[config.mk]
export PLATFORM = sky130hd
export DESIGN_NAME = intr_moderator
export DESIGN_NICKNAME = d
export VERILOG_FILES = /design/src/rtl/intr_mod_pkg.sv /design/src/rtl/intr_dly_timer.sv /design/src/rtl/intr_mod_ctrl.sv /design/src/rtl/intr_mod_dp.sv /design/src/rtl/intr_moderator.sv
export SDC_FILE = /design/constraint.sdc
export NUM_CORES = 1
export LEC_CHECK = 0
export BUFFER_PORTS_ARGS = -buffer_cell sky130_fd_sc_hd__buf_2
export CELL_PAD_IN_SITES_DETAIL_PLACEMENT = 2
export CELL_PAD_IN_SITES_GLOBAL_PLACEMENT = 2
export CORE_MARGIN = 8
export CORE_UTILIZATION = 38
export DETAILED_ROUTE_END_ITERATION = 12
export GPL_TIMING_DRIVEN = 0
export MAX_ROUTING_LAYER = met4
export PLACE_DENSITY = 0.91
export SYNTH_ARGS = -nofsm -noshare
export SYNTH_HDL_FRONTEND = slang
export SYNTH_SLANG_ARGS = --single-unit
[constraint.sdc]
create_clock -name clk -period 11.9 [get_ports clk]
set_clock_uncertainty 0.05 [all_clocks]
set_input_delay 2.38 -clock clk [delete_from_list [all_inputs] [get_ports clk]]
set_output_delay 2.38 -clock clk [all_outputs]
set_load 0.03 [all_outputs]
[src/rtl/intr_mod_pkg.sv]
package intr_mod_pkg;

  typedef enum logic [1:0] {
    DLY_RX_PKT = 2'd0,
    DLY_RX_ABS = 2'd1,
    DLY_TX_PKT = 2'd2,
    DLY_TX_ABS = 2'd3
  } dlySel_e;

  // datapath observations handed to the control
  typedef struct packed {
    logic postTry;
    logic immediate;
    logic thrZero;
    logic elapsed;
    logic dlExpired;
    logic armed;
    logic maskedAny;
    logic maskWrite;
  } status_t;

  // control strobes handed back to the datapath
  typedef struct packed {
    logic assertLine;
    logic deassertLine;
    logic armFromLast;
    logic armFromNow;
    logic disarm;
  } strobe_t;

endpackage

[src/rtl/intr_dly_timer.sv]
module intr_dly_timer #(
  parameter int W = 16
) (
  input  logic         clk,
  input  logic         rstN,
  input  logic         tick,
  input  logic         load,
  input  logic [W-1:0] loadVal,
  input  logic         stop,
  output logic         running,
  output logic         expire
);
  logic [W-1:0] cntQ;

  assign running = (cntQ != '0);
  assign expire  = tick && (cntQ == W'(1));

  always_ff @(posedge clk) begin
    if (!rstN)                cntQ <= '0;
    else if (load)            cntQ <= loadVal;
    else if (stop)            cntQ <= '0;
    else if (tick && running) cntQ <= cntQ - W'(1);
  end
endmodule

[src/rtl/intr_mod_ctrl.sv]
module intr_mod_ctrl
  import intr_mod_pkg::*;
(
  input  status_t st,
  output strobe_t stb
);
  logic postNow, postArm, maskPath, maskPost, maskArm, dlPost, attempt;

  always_comb begin
    postNow  = st.postTry && (st.thrZero || st.immediate || st.elapsed);
    postArm  = st.postTry && !postNow;
    maskPath = !st.postTry && st.maskWrite;
    maskPost = maskPath && st.maskedAny && st.thrZero;
    maskArm  = maskPath && st.maskedAny && !st.thrZero;
    dlPost   = !st.postTry && !st.maskWrite && st.armed && st.dlExpired;
    attempt  = postNow || maskPost || dlPost;

    stb.assertLine   = attempt && st.maskedAny;
    stb.deassertLine = maskPath && !st.maskedAny;
    stb.disarm       = postNow || dlPost || stb.deassertLine || stb.assertLine;
    stb.armFromLast  = postArm && !st.armed;
    stb.armFromNow   = maskArm && !st.armed;
  end
endmodule

[src/rtl/intr_mod_dp.sv]
module intr_mod_dp
  import intr_mod_pkg::*;
#(
  parameter int TIME_W    = 32,
  parameter int CAUSE_W   = 8,
  parameter int THR_W     = 16,
  parameter int DLY_W     = 16,
  parameter int THR_SHIFT = 8,
  parameter int RX_BIT    = 7,
  parameter int TX_BIT    = 0
) (
  input  logic               clk,
  input  logic               rstN,
  input  logic [TIME_W-1:0]  timeNow,
  input  logic               dlyTick,
  input  logic               causeValid,
  input  logic               causeNow,
  input  logic [CAUSE_W-1:0] causeBits,
  input  logic               rxPktDone,
  input  logic               txDelayedDone,
  input  logic               wrMaskValid,
  input  logic [CAUSE_W-1:0] wrMaskData,
  input  logic               wrThrValid,
  input  logic [THR_W-1:0]   wrThrData,
  input  logic               wrDlyValid,
  input  logic [1:0]         wrDlySel,
  input  logic [DLY_W-1:0]   wrDlyData,
  input  logic               causeRead,
  input  strobe_t            stb,
  output status_t            st,
  output logic               intrLine,
  output logic [CAUSE_W-1:0] causeValue,
  output logic [CAUSE_W-1:0] maskQ,
  output logic               deadlineArmed
);
  localparam int NTMR = 4;

  logic [CAUSE_W-1:0] causeQ, causeIn, causeBase, maskNext, foldBits;
  logic [THR_W-1:0]   thrQ;
  logic [TIME_W-1:0]  lastQ, dlQ, spacing, sinceLast, toDeadline;
  logic               armedQ, lineQ;
  logic [DLY_W-1:0]   dlyQ [NTMR];
  logic [NTMR-1:0]    tLoad, tRun, tExp;
  logic               rxHit, txHit, rxDirect;

  // delay registers and timers
  for (genvar i = 0; i < NTMR; i++) begin : g_tmr
    always_ff @(posedge clk) begin
      if (!rstN) dlyQ[i] <= '0;
      else if (wrDlyValid && wrDlySel == 2'(i)) dlyQ[i] <= wrDlyData;
    end
    intr_dly_timer #(.W(DLY_W)) i_tmr (
      .clk(clk), .rstN(rstN), .tick(dlyTick), .load(tLoad[i]),
      .loadVal(dlyQ[i]), .stop(stb.assertLine),
      .running(tRun[i]), .expire(tExp[i])
    );
  end

  always_comb begin
    tLoad[0] = rxPktDone && (dlyQ[0] != '0);
    tLoad[1] = rxPktDone && (dlyQ[1] != '0) && !tRun[1];
    tLoad[2] = txDelayedDone && (dlyQ[2] != '0);
    tLoad[3] = txDelayedDone && (dlyQ[2] != '0) && (dlyQ[3] != '0) && !tRun[3];
    rxDirect = rxPktDone && (dlyQ[0] == '0) && (dlyQ[1] == '0);
    rxHit    = tExp[0] || tExp[1] || rxDirect;
    txHit    = tExp[2] || tExp[3];

    causeIn = causeValid ? causeBits : '0;
    if (rxHit) causeIn[RX_BIT] = 1'b1;
    if (txHit) causeIn[TX_BIT] = 1'b1;

    foldBits = '0;
    if (stb.assertLine && (tRun[0] || tRun[1])) foldBits[RX_BIT] = 1'b1;
    if (stb.assertLine && (tRun[2] || tRun[3])) foldBits[TX_BIT] = 1'b1;

    causeBase  = causeRead ? '0 : causeQ;
    maskNext   = wrMaskValid ? wrMaskData : maskQ;
    spacing    = {{(TIME_W-THR_W){1'b0}}, thrQ} << THR_SHIFT;
    sinceLast  = timeNow - lastQ;
    toDeadline = timeNow - dlQ;

    st.postTry   = (causeIn != '0) &&
                   (((causeIn & ~causeQ) != '0) || (causeValid && causeNow));
    st.immediate = causeValid && causeNow;
    st.thrZero   = (thrQ == '0);
    st.elapsed   = (sinceLast >= spacing);
    st.dlExpired = !toDeadline[TIME_W-1];
    st.armed     = armedQ;
    st.maskedAny = (((causeBase | causeIn) & maskNext) != '0);
    st.maskWrite = wrMaskValid;
  end

  always_ff @(posedge clk) begin
    if (!rstN) begin
      causeQ <= '0;
      maskQ  <= '0;
      thrQ   <= '0;
      lastQ  <= '0;
      dlQ    <= '0;
      armedQ <= 1'b0;
      lineQ  <= 1'b0;
    end else begin
      causeQ <= causeBase | causeIn | foldBits;
      maskQ  <= maskNext;
      if (wrThrValid) thrQ <= wrThrData;
      if (stb.assertLine) lastQ <= timeNow;
      if (stb.assertLine)                         lineQ <= 1'b1;
      else if (causeRead || stb.deassertLine)     lineQ <= 1'b0;
      if (stb.disarm) armedQ <= 1'b0;
      else if (stb.armFromLast) begin
        armedQ <= 1'b1;
        dlQ    <= lastQ + spacing;
      end else if (stb.armFromNow) begin
        armedQ <= 1'b1;
        dlQ    <= timeNow + spacing;
      end
    end
  end

  assign intrLine      = lineQ;
  assign causeValue    = causeQ;
  assign deadlineArmed = armedQ;
endmodule

[src/rtl/intr_moderator.sv]
module intr_moderator
  import intr_mod_pkg::*;
#(
  parameter int TIME_W  = 32,
  parameter int CAUSE_W = 8,
  parameter int THR_W   = 16,
  parameter int DLY_W   = 16
) (
  input  logic               clk,
  input  logic               rstN,
  input  logic [TIME_W-1:0]  timeNow,
  input  logic               dlyTick,
  input  logic               causeValid,
  input  logic               causeNow,
  input  logic [CAUSE_W-1:0] causeBits,
  input  logic               rxPktDone,
  input  logic               txDelayedDone,
  input  logic               wrMaskValid,
  input  logic [CAUSE_W-1:0] wrMaskData,
  input  logic               wrThrValid,
  input  logic [THR_W-1:0]   wrThrData,
  input  logic               wrDlyValid,
  input  logic [1:0]         wrDlySel,
  input  logic [DLY_W-1:0]   wrDlyData,
  input  logic               causeRead,
  output logic               intrLine,
  output logic [CAUSE_W-1:0] causeValue
);
  status_t            st;
  strobe_t            stb;
  logic [CAUSE_W-1:0] maskQ;
  logic               deadlineArmed;

  intr_mod_dp #(
    .TIME_W(TIME_W), .CAUSE_W(CAUSE_W), .THR_W(THR_W), .DLY_W(DLY_W)
  ) i_dp (
    .clk(clk), .rstN(rstN), .timeNow(timeNow), .dlyTick(dlyTick),
    .causeValid(causeValid), .causeNow(causeNow), .causeBits(causeBits),
    .rxPktDone(rxPktDone), .txDelayedDone(txDelayedDone),
    .wrMaskValid(wrMaskValid), .wrMaskData(wrMaskData),
    .wrThrValid(wrThrValid), .wrThrData(wrThrData),
    .wrDlyValid(wrDlyValid), .wrDlySel(wrDlySel), .wrDlyData(wrDlyData),
    .causeRead(causeRead), .stb(stb), .st(st),
    .intrLine(intrLine), .causeValue(causeValue),
    .maskQ(maskQ), .deadlineArmed(deadlineArmed)
  );

  intr_mod_ctrl i_ctrl (.st(st), .stb(stb));
endmodule

==> summary.txt, run 1 <==
Status = finished, final reports clean
Post-synth EDFFs = 64
Synthesized area = 14580 um^2
HP Class = flop to flop
Final Critical Period = 11680 ps
Initial antenna violation count = 1
Hold buffers post-CTS = 0
Critical path launch point type = input port
Pin count of the biggest net entering global routing = 17
Synth-to-Final Area Change = 14.84%
GRT Util Overall = 0.2792
FMAX = 0.08558 GHz
Critical-path top delay cell = nor4_2
First-pass GRT wire length = 95.52 mm
TritonCTS clock tree = done
Mean Syn Cell Area = 8.509 um^2
DRT Pass-1 Iters = 5
Crit end category = flop
Port Buffers = 98
Die Wd = 211.9 um
Pins Over Slew Limit = 0
Min-delay src = i_dp.dlQ[14]
ANT nets after route = 0
Arrival @ worst endpoint = 12140 ps
P per Cell Area = 192.4 nW/um^2
Worst vdd ir = 0.1441 mV
Final Instance Area = 16750 um^2
R2r startpoint = i_dp.lastQ[0]
Worst skew pair latency = 600 ps
Final core utilization = 0.4436
Layout cells sized above 1 = 0.1002
Cell variety after synth = 76
Top delay family on crit path = compound AO/OA/AOI/OAI gates
Max-Cap Viols = 0
Number of global-route vias before repair = 16410
Vias = 14380
HPWL after DPL = 47.20 mm
WL per Instance = 26.17 um
Final Cycle Share = 0.9819
Drt total wl = 62.26 mm
Core box area = 37760 um^2
Buf/Inv on CP = 5
WS Path Type = input port to flop
Num CTS Buffers = 28
DRC Markers = 0
Vias per cell = 6.045
Main synth FF type = dfxtp_1
Worst slew pin tran = 1103 ps
Reg clk slew, reported paths = 60 ps
Finish-stage setup viols = 0
Initial core utilization = 0.3863
Placed Area = 15760 um^2
Worst Setup SP = timeNow[0]
Die area = 44900 um^2
Flops & latches, synth = 226
Leakage = 0.006605 uW
RSZ-0062 raised after global routing = false
Asr flop ratio synth = 0
Fin nets = 2043
Maximum single-stage delay on the critical path = 750 ps
Endpoints failing hold = 0
Detailed router's first-iteration violation count = 809
Placer Congestion = 0.9222
Clock sink count = 226
Overall die height = 211.9 um
Synth warn = 0
Crit path max fanout = 10
Critical Path RT = 12360 ps
Slew margin rel. = 0.2645
GR Overflow Total = 0
Register area share after synthesis = 0.3542
Root Driver = clkbuf_16
Post-Synthesis Cells = 1714
Net Count, Synth = 1910
Row cnt = 71
H-tree levels = 1
Deepest clock path buffer count = 3
I/O pin count = 102
## worst min-delay path, cell delays in order, from the launching register on
cell and delay [ps]:
dfxtp_1 310, nand4_1 70, o21ai_1 60
## logic make-up after synthesis
group                    Yosys count  synth area share
AO/OA/AOI/OAI                    425            0.2008
XOR/XNOR                          77           0.04624
adder cells (fa/ha/maj)          103           0.08940
buffers and inverters            197           0.05268
flip-flops                       226            0.3542
multiplexers                      49           0.03380
AND/OR/NAND/NOR                  637            0.2230
## path summary, 6_finish.rpt
kind | to | slack, ps | depth (start not counted)
setup / recovery | i_dp.dlQ[24] | 220 | 35
hold reg to reg | i_dp.dlQ[14] | 430 | 2
setup reg to reg | i_dp.dlQ[24] | 1870 | 33
hold / removal | i_dp.dlQ[14] | 430 | 2
## Yosys cell counts, types with 10 or more instances
| master | number | share of area |
|---|---|---|
| and2_1 | 82 | 0.035 |
| nor4_1 | 38 | 0.016 |
| xor2_1 | 34 | 0.020 |
| xnor2_1 | 43 | 0.026 |
| o32ai_1 | 19 | 0.011 |
| o211ai_1 | 10 | 0.0051 |
| or3_1 | 22 | 0.0094 |
| mux2i_1 | 47 | 0.032 |
| o21ai_0 | 85 | 0.029 |
| nand2_1 | 138 | 0.036 |
| nand2b_1 | 13 | 0.0056 |
| clkbuf_1 | 60 | 0.015 |
| and3_1 | 12 | 0.0051 |
| o21a_1 | 12 | 0.0062 |
| nor2b_1 | 10 | 0.0043 |
| nor2_1 | 139 | 0.036 |
| buf_2 | 16 | 0.0055 |
| o21bai_1 | 16 | 0.0082 |
| edfxtp_1 | 64 | 0.13 |
| a211oi_1 | 23 | 0.012 |
| a21o_1 | 22 | 0.011 |
| inv_1 | 110 | 0.028 |
| ha_1 | 101 | 0.087 |
| nand4_1 | 42 | 0.018 |
| a21oi_1 | 82 | 0.028 |
| dfxtp_1 | 162 | 0.22 |
| o31ai_1 | 43 | 0.022 |
| a22o_1 | 11 | 0.0066 |
| nor3_1 | 37 | 0.013 |
| nand3_1 | 72 | 0.025 |
| a22oi_1 | 11 | 0.0057 |
## registers in the layout, summed over array words and instances, names as in the netlist
signal	cells
i_dp.dlyQ	64
i_dp.g_tmr.i_tmr.cntQ	64
i_dp.maskQ	8
i_dp.deadlineArmed	1
i_dp.dlQ	32
i_dp.thrQ	16
i_dp.intrLine	1
i_dp.causeValue	8
i_dp.lastQ	32
## area by class of cell
cell class / instances / area, um^2
Fill cell: 4216 / 21010
Multi-Input combinational cell: 1291 / 8707
Sequential cell: 226 / 5165
Clock buffer: 40 / 785.8
Tap cell: 511 / 639.4
Timing Repair Buffer: 103 / 535.5
Inverter: 110 / 412.9
Buffer: 87 / 355.3
Clock inverter: 10 / 145.1
Antenna cell: 1 / 2.502
## through the flow
step | hold slack, ps | total power [uW] | TNS [ps] | cells | worst slack (ps)
finish | 426.1 | 3222 | 0 | 2379 | 215.0
global placement | 402.8 | 2165 | -4460 | 2323 | -695.0
CTS | 424.7 | 3209 | 0 | 2377 | 9.276
global route | 450.9 | 3381 | 0 | 2379 | 54.73
floorplan | 389.4 | 1844 | 0 | 1714 | 2050
detailed placement | 414.2 | 2288 | -5893 | 2327 | -979.8
## metal layers
| metal | wire (um) | vias up | track usage |
|---|---|---|---|
| met1 | 24140 | 7221 | 0.2936 |
| met2 | 31970 | 384 | 0.5054 |
| li1 | - | 6558 | - |
| met3 | 2469 | 218 | 0.03668 |
| met4 | 3685 | 0 | 0.1464 |
| met5 | 0 | - | - |
## where the power goes
part,internal (uW),switching (uW)
sequential,897,102
clock,523,371
combinational,459,870
## cells in the final DEF (no fill, tap or decap), drive strengths merged, types with 47 or more instances in the layout
master / instances
mux2i: 47
and2: 82
buf: 129
edfxtp: 64
o31ai: 49
nand3: 72
nor2: 139
a21oi: 82
nand2: 138
dfxtp: 162
inv: 110
ha: 101
o21ai: 93
clkbuf: 101
## timing repair
| item | CTS | global route |
|---|---|---|
| setup buffers | 0 | 1 |
| gates resized for setup | 3 | 6 |
| setup endpoints to repair | 7 | 8 |
| pin swaps | 0 | 1 |
Power figures use the tool's default switching activity.
==> run 2: changes to the inputs <==
- CORE_UTILIZATION: 38 -> 29
- CTS_BUF_LIST: not set -> sky130_fd_sc_hd__clkbuf_8
- PLACE_DENSITY: 0.91 -> 0.75
==> run 2 against run 1 <==
Compared with the run above:
- cell area grew 1.2%
- hold slack lost 7.3 ps
- sequential power shrank 0.9%
- clock-buffer cell count grew 15
- critical path type unchanged
- utilization shrank 10 points
- die area grew 29%
- maximum frequency grew 2.2%
- routed wire length shrank 7.9%
- flip-flop and latch count is the same
- combinational power shrank 5%
- highest routed layer unchanged
- sequential share of layout area shrank 0.36 points
- largest cell class unchanged
==> summary.txt, run 2 (synthesis results as in run 1) <==
DRT Pass-1 Iters = 4 (-1)
Worst vdd ir = 0.1154 mV (-20%)
Final core utilization = 0.3399 (-0.1038)
Critical path launch point type = input port
Filler cells = 5736 (+36%)
Worst slew pin tran = 1087 ps (-16.42 ps)
Port Buffers = 98 (unchanged)
Synth-to-Final Area Change = 16.20%
Pins Over Slew Limit = 0 (unchanged)
Final Critical Period = 11430 ps (-251.5 ps)
Endpoints failing hold = 0 (unchanged)
Final Worst Setup Slack = 466.5 ps (+251.5 ps)
FF-to-FF End = i_dp.dlQ[26]
Crit end category = flop
I/O pin count = 102 (unchanged)
ANT nets after route = 0 (unchanged)
GR Util met1 = 0.2293 (-0.06438)
H-tree levels = 2 (+1)
TritonCTS clock tree = done
Worst Setup SP = timeNow[0]
Vias per cell = 5.369 (-11%)
Commonest non-fill, non-tap cell in the layout = dfxtp_1
Clock sink count = 226 (unchanged)
Maximum single-stage delay on the critical path = 600 ps (-150 ps)
Status = finished, final reports clean
Worst skew pair latency = 620 ps (+20 ps)
WS Path Type = input port to flop
Overall die height = 240.3 um (+13%)
Detailed router's first-iteration violation count = 687 (-15%)
Min-delay src = i_dp.dlQ[8]
HPWL after DPL = 45.23 mm (-4.2%)
P per Cell Area = 181.2 nW/um^2 (-5.8%)
Storage cell area = 5165 um^2 (unchanged)
Root Driver = clkbuf_8
Layout cells sized above 1 = 0.1137 (+0.01352)
Arrival @ worst endpoint = 11900 ps (-240 ps)
Top delay family on crit path = compound AO/OA/AOI/OAI gates
Number of global-route vias before repair = 15250 (-7.1%)
Num CTS Buffers = 44 (+57%)
R2r startpoint = i_dp.lastQ[0]
Cells on worst reg2reg path = 32 (-3.0%)
Fin nets = 2061 (+0.88%)
Max-Cap Viols = 0 (unchanged)
GRT Util Overall = 0.2018 (-0.07738)
Reg2reg setup slack = 2090 ps (+220 ps)
Critical Path RT = 12370 ps (about the same)
Final Cycle Share = 0.9608 (-0.02113)
Row cnt = 82 (+15%)
FMAX = 0.08746 GHz (+2.2%)
Met2 GRT Util = 0.3490 (-0.1565)
Hold buffers post-CTS = 0 (unchanged)
Leakage = 0.006674 uW (+1.0%)
Biggest regs = i_dp.dlyQ (64), i_dp.g_tmr.i_tmr.cntQ (64)
First-pass GRT wire length = 88.61 mm (-7.2%)
Levels on crit path = 34 (-2.9%)
Vias = 13820 (-3.9%)
DRC Markers = 0 (unchanged)
Met3 Resource Use GR = 0.03598 (-0.0006911)
Grt peak-use layer = met2
Die area = 57720 um^2 (+29%)
Buf/Inv on CP = 4 (-1)
Crit path max fanout = 10 (unchanged)
RSZ-0062 raised after global routing = false
Most frequent cells in the layout = dfxtp_1 (162), nor2_1 (139), nand2_1 (138)
GR Overflow Total = 0 (unchanged)
Worst setup path endpoint = i_dp.dlQ[26]
HP Class = flop to flop
Reg clk slew, reported paths = 60 ps (about the same)
Core box area = 49860 um^2 (+32%)
Finish-stage setup viols = 0 (unchanged)
Critical-path top delay cell = or4_1
Initial antenna violation count = 2 (+1)
Drt total wl = 57.37 mm (-7.9%)
Initial core utilization = 0.2925 (-0.09380)
Multi-input gate area = 8708 um^2 (about the same)
Placer Congestion = 0.8416 (-8.7%)
Deepest clock path buffer count = 3 (unchanged)
Pin count of the biggest net entering global routing = 13 (-4)
Slew margin rel. = 0.2755 (+0.01095)
WL per Instance = 22.29 um (-15%)
Dpl ws = -1074 ps (-93.68 ps)
Die Wd = 240.3 um (+13%)
==> run 2: changes by cell type in the layout (fill, tap and decap cells not counted), sizes merged <==
cell      before  now
buf          129  131
bufinv         3    1
clkbuf       101  116
clkinv         7   11
clkinvlp       0    1
diode          1    2
inv          110  123
==> run 2: cell type report <==
| cell class | instances | share of cell area |
|---|---|---|
| inverters | 110 | 0.02436 |
| repair buffers | 105 | 0.03249 |
| plain buffers | 87 | 0.02097 |
| diodes | 2 | 0.0002953 |
| clock inverters | 26 | 0.008934 |
| flip-flops and latches | 226 | 0.3048 |
| multi-input cells | 1291 | 0.5139 |
| clock buffers | 55 | 0.04467 |
| well taps | 672 | 0.04962 |
==> run 2: stage by stage <==
step	setup TNS, ps	total power [uW]	hold WS [ps]	cell area, um^2	std cells
floorplan	0	1844	389.4	14580	1714
global placement	-6904	2189	403.7	15920	2484
detailed placement	-6230	2253	411.3	15960	2488
CTS	0	3097	423.3	16900	2569
global route	0	3280	446.5	16940	2573
finish	0	3071	418.8	16950	2574
==> run 2: worst min path at each step <==
stage | slack, ps | end | cells past startpoint
floorplan | 390 | i_dp.dlQ[8] | 2
CTS | 420 | i_dp.dlQ[8] | 2
global route | 450 | i_dp.dlQ[9] | 2
finish | 420 | i_dp.dlQ[8] | 2
detailed placement | 410 | i_dp.dlQ[9] | 2
global placement | 400 | i_dp.dlQ[14] | 2
==> run 2: per-layer routing <==
metal | wire length, um | vias up
met4 | 2267 | 0
met3 | 2096 | 111
met2 | 28320 | 246
met5 | 0 | -
li1 | - | 6599
met1 | 24680 | 6863
==> run 2: report_power, final <==
group	total (uW)	leakage, uW	switching (uW)	internal, uW
logic	1260	0.00420	805	458
registers	990	0.00196	93.4	897
clock network	818	0.000512	378	441
==> run 2: repair_timing <==
| action | 4_1_cts | 5_1_grt |
|---|---|---|
| buffers inserted | 0 | 3 |
| pin swaps | 0 | 1 |
| setup endpoints to repair | 7 | 9 |
| cloned | 0 | 0 |
| gates resized for setup | 4 | 6 |
==> run 2: tightest hold or removal path: cells and delay by family, from the launching register on <==
| kind | cells | cell delay [ps] |
|---|---|---|
| AND/OR/NAND/NOR | 1 | 60 |
| flip-flops | 1 | 310 |
| AO/OA/AOI/OAI | 1 | 50 |
